$ cat src/rtl/nsr_pkg.sv
package nsr_pkg;

    typedef enum logic [2:0] {
        ST_IDLE,
        ST_CLR,
        ST_CMD,
        ST_ADDR,
        ST_WAIT,
        ST_DATA,
        ST_FIN
    } nsr_state_e;

    // Page-read opcode issued at the start of every sector
    localparam logic [7:0] PAGE_READ_OP = 8'h00;

    // Number of address cycles per sector
    localparam int unsigned ADDR_CYCLES = 4;

endpackage

$ cat src/rtl/nsr_rdy_edge.sv
// Synchronizes the asynchronous ready/busy line, detects its rising edge
// and holds a sticky flag until the sequencer clears it.
module nsr_rdy_edge #(
    parameter int unsigned STAGES = 2
) (
    input  logic clk,
    input  logic rst_n,
    input  logic rdy_async,
    input  logic flag_clr,
    output logic flag
);

    // chain_q[STAGES-1] is the synchronized level, chain_q[STAGES] its delayed copy
    logic [STAGES:0] chain_q;
    logic [STAGES:0] chain_d;
    logic            flag_q;
    logic            flag_d;
    logic            rise;

    always_comb begin
        chain_d[0] = rdy_async;
    end

    for (genvar s = 1; s <= STAGES; s++) begin : g_chain
        always_comb begin
            chain_d[s] = chain_q[s-1];
        end
    end

    assign rise = chain_q[STAGES-1] & ~chain_q[STAGES];

    always_comb begin
        if (flag_clr) begin
            flag_d = 1'b0;
        end else begin
            flag_d = flag_q | rise;
        end
    end

    always_ff @(posedge clk or negedge rst_n) begin
        if (!rst_n) begin
            chain_q <= '1;
            flag_q  <= 1'b0;
        end else begin
            chain_q <= chain_d;
            flag_q  <= flag_d;
        end
    end

    assign flag = flag_q;

endmodule

$ cat src/rtl/nsr_addr_split.sv
// Selects one of the four address bytes of a sector start address.
// Bit 8 is the column half-select of a small-page device and is never sent.
module nsr_addr_split #(
    parameter int unsigned AW = 32
) (
    input  logic [AW-1:0] addr,
    input  logic [1:0]    idx,
    output logic [7:0]    abyte
);

    localparam int unsigned WW = (AW > 33) ? AW : 33;

    logic [WW-1:0] wide;
    logic          unused_half_sel;

    assign wide            = WW'(addr);
    assign unused_half_sel = wide[8];

    always_comb begin
        unique case (idx)
            2'd0:    abyte = wide[7:0];
            2'd1:    abyte = wide[16:9];
            2'd2:    abyte = wide[24:17];
            default: abyte = wide[32:25];
        endcase
    end

endmodule

$ cat src/rtl/nsr_seq.sv
// Request sequencer: alignment check, per-sector command/address/wait/data.
module nsr_seq
    import nsr_pkg::*;
#(
    parameter int unsigned AW   = 32,
    parameter int unsigned LW   = 32,
    parameter int unsigned DAW  = 32,
    parameter int unsigned SECT = 512
) (
    input  logic           clk,
    input  logic           rst_n,
    input  logic           go,
    input  logic [AW-1:0]  start_addr,
    input  logic [LW-1:0]  byte_len,
    input  logic [DAW-1:0] dst_base,
    input  logic           rdy_flag,
    output logic           busy,
    output logic           done,
    output logic           ok,
    output logic           ce_n,
    output logic           cmd_we,
    output logic           addr_we,
    output logic           data_re,
    output logic           mem_we,
    output logic [DAW-1:0] mem_addr,
    output logic           flag_clr,
    output logic [1:0]     aidx,
    output logic [AW-1:0]  cur_addr
);

    localparam int unsigned SCW = $clog2(SECT);
    localparam logic [SCW-1:0] COL_LAST = SCW'(SECT - 1);
    localparam logic [1:0]     AIDX_LAST = 2'(ADDR_CYCLES - 1);

    typedef struct packed {
        nsr_state_e     st;
        logic [AW:0]    cur;
        logic [AW:0]    fin;
        logic [DAW-1:0] dst;
        logic [SCW-1:0] col;
        logic [1:0]     aidx;
        logic           ok;
    } seq_t;

    seq_t r_q;
    seq_t r_d;

    logic        misaligned;
    logic        len_zero;
    logic [AW:0] cur_inc;

    assign misaligned = (|start_addr[SCW-1:0]) | (|byte_len[SCW-1:0]);
    assign len_zero   = (byte_len == '0);
    assign cur_inc    = r_q.cur + 1'b1;

    always_comb begin
        r_d = r_q;
        unique case (r_q.st)
            ST_IDLE: begin
                if (go) begin
                    r_d.cur  = {1'b0, start_addr};
                    r_d.fin  = {1'b0, start_addr} + (AW+1)'(byte_len);
                    r_d.dst  = dst_base;
                    r_d.col  = '0;
                    r_d.aidx = '0;
                    if (misaligned) begin
                        r_d.ok = 1'b0;
                        r_d.st = ST_FIN;
                    end else if (len_zero) begin
                        r_d.ok = 1'b1;
                        r_d.st = ST_FIN;
                    end else begin
                        r_d.ok = 1'b1;
                        r_d.st = ST_CLR;
                    end
                end
            end
            ST_CLR: begin
                r_d.st = ST_CMD;
            end
            ST_CMD: begin
                r_d.aidx = '0;
                r_d.st   = ST_ADDR;
            end
            ST_ADDR: begin
                r_d.aidx = r_q.aidx + 1'b1;
                if (r_q.aidx == AIDX_LAST) begin
                    r_d.st = ST_WAIT;
                end
            end
            ST_WAIT: begin
                if (rdy_flag) begin
                    r_d.col = '0;
                    r_d.st  = ST_DATA;
                end
            end
            ST_DATA: begin
                r_d.cur = cur_inc;
                r_d.dst = r_q.dst + 1'b1;
                r_d.col = r_q.col + 1'b1;
                if (r_q.col == COL_LAST) begin
                    if (cur_inc == r_q.fin) begin
                        r_d.st = ST_FIN;
                    end else begin
                        r_d.st = ST_CLR;
                    end
                end
            end
            ST_FIN: begin
                r_d.st = ST_IDLE;
            end
            default: begin
                r_d.st = ST_IDLE;
            end
        endcase
    end

    always_ff @(posedge clk or negedge rst_n) begin
        if (!rst_n) begin
            r_q <= '{st: ST_IDLE, default: '0};
        end else begin
            r_q <= r_d;
        end
    end

    assign busy     = (r_q.st != ST_IDLE);
    assign done     = (r_q.st == ST_FIN);
    assign ok       = r_q.ok;
    assign ce_n     = !(r_q.st inside {ST_CLR, ST_CMD, ST_ADDR, ST_WAIT, ST_DATA});
    assign flag_clr = (r_q.st == ST_CLR);
    assign cmd_we   = (r_q.st == ST_CMD);
    assign addr_we  = (r_q.st == ST_ADDR);
    assign data_re  = (r_q.st == ST_DATA);
    assign mem_we   = (r_q.st == ST_DATA);
    assign mem_addr = r_q.dst;
    assign aidx     = r_q.aidx;
    assign cur_addr = r_q.cur[AW-1:0];

endmodule

$ cat src/rtl/nand_sector_copier.sv
module nand_sector_copier
    import nsr_pkg::*;
#(
    parameter int unsigned AW   = 32,
    parameter int unsigned LW   = 32,
    parameter int unsigned DAW  = 32,
    parameter int unsigned DW   = 32,
    parameter int unsigned SECT = 512,
    parameter int unsigned SYNC = 2
) (
    input  logic           clk,
    input  logic           rst_n,
    input  logic           go,
    input  logic [AW-1:0]  start_addr,
    input  logic [LW-1:0]  byte_len,
    input  logic [DAW-1:0] dst_base,
    output logic           busy,
    output logic           done,
    output logic           ok,
    output logic           nf_ce_n,
    output logic           nf_cmd_we,
    output logic           nf_addr_we,
    output logic           nf_data_re,
    output logic [7:0]     nf_wdata,
    input  logic           nf_rdy,
    input  logic [DW-1:0]  nf_rdata,
    output logic           mem_we,
    output logic [DAW-1:0] mem_addr,
    output logic [7:0]     mem_wdata
);

    logic          rdy_flag;
    logic          flag_clr;
    logic [1:0]    aidx;
    logic [AW-1:0] cur_addr;
    logic [7:0]    abyte;
    logic          unused_rdata_hi;

    nsr_rdy_edge #(.STAGES(SYNC)) u_rdy (
        .clk       (clk),
        .rst_n     (rst_n),
        .rdy_async (nf_rdy),
        .flag_clr  (flag_clr),
        .flag      (rdy_flag)
    );

    nsr_addr_split #(.AW(AW)) u_split (
        .addr  (cur_addr),
        .idx   (aidx),
        .abyte (abyte)
    );

    nsr_seq #(
        .AW   (AW),
        .LW   (LW),
        .DAW  (DAW),
        .SECT (SECT)
    ) u_seq (
        .clk        (clk),
        .rst_n      (rst_n),
        .go         (go),
        .start_addr (start_addr),
        .byte_len   (byte_len),
        .dst_base   (dst_base),
        .rdy_flag   (rdy_flag),
        .busy       (busy),
        .done       (done),
        .ok         (ok),
        .ce_n       (nf_ce_n),
        .cmd_we     (nf_cmd_we),
        .addr_we    (nf_addr_we),
        .data_re    (nf_data_re),
        .mem_we     (mem_we),
        .mem_addr   (mem_addr),
        .flag_clr   (flag_clr),
        .aidx       (aidx),
        .cur_addr   (cur_addr)
    );

    assign nf_wdata        = nf_cmd_we ? PAGE_READ_OP : abyte;
    assign mem_wdata       = nf_rdata[7:0];
    assign unused_rdata_hi = ^nf_rdata[DW-1:8];

endmodule

$ cat config.mk
export PLATFORM = sky130hd
export DESIGN_NAME = nand_sector_copier
export DESIGN_NICKNAME = d
export VERILOG_FILES = /design/src/rtl/nsr_pkg.sv /design/src/rtl/nsr_rdy_edge.sv /design/src/rtl/nsr_addr_split.sv /design/src/rtl/nsr_seq.sv /design/src/rtl/nand_sector_copier.sv
export SDC_FILE = /design/constraint.sdc
export NUM_CORES = 1
export LEC_CHECK = 0
export BUFFER_PORTS_ARGS = -buffer_cell sky130_fd_sc_hd__buf_2
export CELL_PAD_IN_SITES_DETAIL_PLACEMENT = 0
export CELL_PAD_IN_SITES_GLOBAL_PLACEMENT = 1
export CORE_ASPECT_RATIO = 1.1
export CORE_MARGIN = 2
export CORE_UTILIZATION = 37
export DETAILED_ROUTE_END_ITERATION = 12
export PLACE_DENSITY_LB_ADDON = 0.08
export SYNTH_ARGS = -nofsm -noshare
export SYNTH_HDL_FRONTEND = slang
export SYNTH_SLANG_ARGS = --single-unit
$ cat constraint.sdc
create_clock -name clk -period 2.4 [get_ports clk]
set_input_delay 0 -clock clk [delete_from_list [all_inputs] [get_ports clk]]
set_output_delay 0 -clock clk [all_outputs]
set_load 0.1 [all_outputs]
==> impl_metrics.toml <==
[final_layout]
final_common_cell = "buf_4"
fin_cells = 1790
mostFrequentLayoutCells = "buf_4, buf_2, nand2_1"
drive_gt1_share_pct = 30.9
nFillCells = 2329
area_delta_synth_final_pct = 41.0
antenna_cells = 0
fin_util_pct = 53.5
nNetsFinal = 1645

[sta]
rsz0062_at_grt = "true"
hold_viol = 0
slew_headroom_pct = 55.0
maxSlewViolCount = 0
worst_slew_pin_slew_ns = 0.675
fmax_ghz = 0.398
setup_viol = 3
finalCriticalPeriod_ns = 2.51
fin_ws_ns = -0.111
fin_crit_sh_pct = 105
fin_skew_ns = 0.0141

[placed_design]
io_buffer_count = 147
dp_hpwl_mm = 23.7
dp.cells = 1677
place_congestion = 0.883

[clock_network]
htree_levels = 4
clockBufferDepth = 2
root_buffer = "clkbuf_16"
cts.sinks = 117
clk_pin_slew_ns = 0.06
clock_latency_ns = 0.43
numCtsBuffers = 17
tritoncts = "built"

[global_routing]
antenna_found_initial = 0
met1_usage_pct = 32.1
grt_max_degree = 69
top_usage_layer = "met2"
globalRouteTotalUtil_pct = 23.8
gr-usage-met3_pct = 2.64
met2_usage_pct = 40.3
grt_pass1_vias = 9314
grt_first_pass_wirelength_mm = 48.9
grt-ovfl-total = 0

[synthesis]
avgSynthCellArea_sq_um = 7.97
yosysSeqAreaShare_pct = 32.5
ys.flop_type = "dfrtp_1"
ys_seq_elements = 117
synth-edff-count = 0
async_reset_ff_share_pct = 100
syn_area_sq_um = 9010
yosys_warnings = 0
synth_cells = 1131
synth_nets = 1304
synth_cell_type_count = 76

[power]
power.total_mw = 16.7
p_leak_nw = 5.77
vdd_drop_max_mv = 0.645
p_clk_share_pct = 15.9
swShare_pct = 52.2
internal-power_mw = 7.97
power_density_nw_per_um2 = 1310
p_comb_share_pct = 62.1
share_seq_of_total_power_pct = 21.9
p_switching_mw = 8.70

[worst_setup_path]
worstSetupPathType = "register to register"
crit_buf_inv = 1
crit_chain = "buf_4 -> and4_2 -> nand3_1 -> nor3_4 -> xnor2_1 -> a2111oi_2 -> and4_1 -> o2111a_2 -> a2bb2oi_2 -> o21ai_1"
required_ns = 2.69
crit_family = "simple AND/OR/NAND/NOR gates"
slowest_delay_ns = 0.35
ff2ff_setup_slack_ns = -0.11
crit_fanout = 7
worst_path_max_delay_cell = "dfrtp_1"
cp.arrival_ns = 2.80
start_kind = "register"
worst_setup_path_end_kind = "register"

[hold_path]
hp-class = "input pin to primary output"

[die]
die_y_microns = 168
die_x_microns = 153
ios = 188
initial_core_util_pct = 37.9
core.rowCount = 59
dieArea_sq_um = 25600
core_area_sq_um = 23800

[route]
wl_per_cell_microns = 17.2
drtPass1Iterations = 5
drt_iter0_drc = 651
detail_route.vias_per_cell = 5.33
drcViolationCount = 0
routed-via-count = 9543
drtAntennaViolNets = 0
wl_mm = 30.9

[status]
outcome = "complete, but fails checks"
violations = "setup timing"

[run]
cap_viol_max_count = 0
cells by family after synthesis:
family                   Yosys count  synth area share, %
AND/OR/NAND/NOR                  433                 23.1
AO/OA/AOI/OAI                    325                 23.0
buffers and inverters            133                 7.50
flip-flops                       117                 32.5
XOR/XNOR                          77                 7.48
adder cells (fa/ha/maj)           41                 5.78
multiplexers                       5                0.583
layer usage:
metal,vias to the layer above,part of all wire [%]
met3,33,4.6
met2,250,48
met5,-,0
met4,0,2.2
met1,4515,45
li1,4745,-
per-stage QoR:
stage	setup WS [ns]	setup TNS [ns]	hold WS (ns)	instance area [sq um]
2_1_floorplan	-0.0518	-0.0628	-0.296	9060
3_3_place_gp	-0.203	-1.36	0.000214	11100
3_5_place_dp	-0.253	-1.85	-0.00518	11100
4_1_cts	-0.0823	-0.201	0.000681	12500
5_1_grt	-0.264	-0.695	0.000266	12700
6_report	-0.111	-0.250	0.0000439	12700
power by group through the flow:
stage          registers [mW]  logic [mW]  clock network (mW)
5_1_grt                  3.78        11.1                2.77
3_5_place_dp             3.66        9.79                   0
3_3_place_gp             3.64        9.76                   0
2_1_floorplan            3.47        7.46                   0
6_report                 3.66        10.4                2.65
4_1_cts                  3.65        10.1                2.69
synthesized netlist by cell type, types with 20 or more instances:
cell type,instances,area (sq um)
clkbuf_1,51,191
nand4_1,21,131
nand2_1,138,518
and3_1,20,125
nor3_1,33,165
xnor2_1,43,377
ha_1,40,500
nand3_1,40,200
nor2_1,107,402
buf_4,42,315
xor2_1,34,298
a211oi_1,23,173
dfrtp_1,114,2850
inv_1,28,105
a21oi_1,87,435
o21ai_0,79,395
final cells by class:
class	count	area [sq um]	area share, %
Clock buffer	23	478	3.76
Clock inverter	9	128	1.00
Inverter	28	105	0.827
Multi-Input combinational cell	881	5620	44.2
Sequential cell	117	2930	23.1
Tap cell	305	382	3.00
Timing Repair Buffer	427	3060	24.1
flip-flops by register name, indices dropped and copies added (netlist names):
name and flops:
u_seq.mem_addr 32, u_rdy.chain_q 3, u_seq.r_q 46, u_seq.aidx 2, u_seq.ok 1, u_seq.cur_addr 32, u_rdy.flag 1
path summary, 6_finish.rpt:
path,cells past startpoint,start,endpoint
worst max-delay path,10,u_seq.cur_addr[17],u_seq.r_q[110]
worst min-delay path,0,nf_rdata[3],mem_wdata[3]
worst max register to register,10,u_seq.cur_addr[17],u_seq.r_q[110]
worst min register to register,0,u_rdy.chain_q[0],u_rdy.chain_q[1]
max in group asynchronous,3,rst_n,u_seq.cur_addr[15]
min in group asynchronous,2,rst_n,u_seq.mem_addr[28]
repair_timing:
| action | in CTS | in global routing |
|---|---|---|
| endpoints found under the setup margin | 3 | 15 |
| resized for setup | 19 | 36 |
| pin swaps | 12 | 17 |
| hold buffers | 65 | 0 |
| buffers inserted | 8 | 8 |
| gates cloned | 0 | 0 |
| hold endpoints to repair | 140 | 0 |
Note: power is estimated with default switching activity, not from simulation.
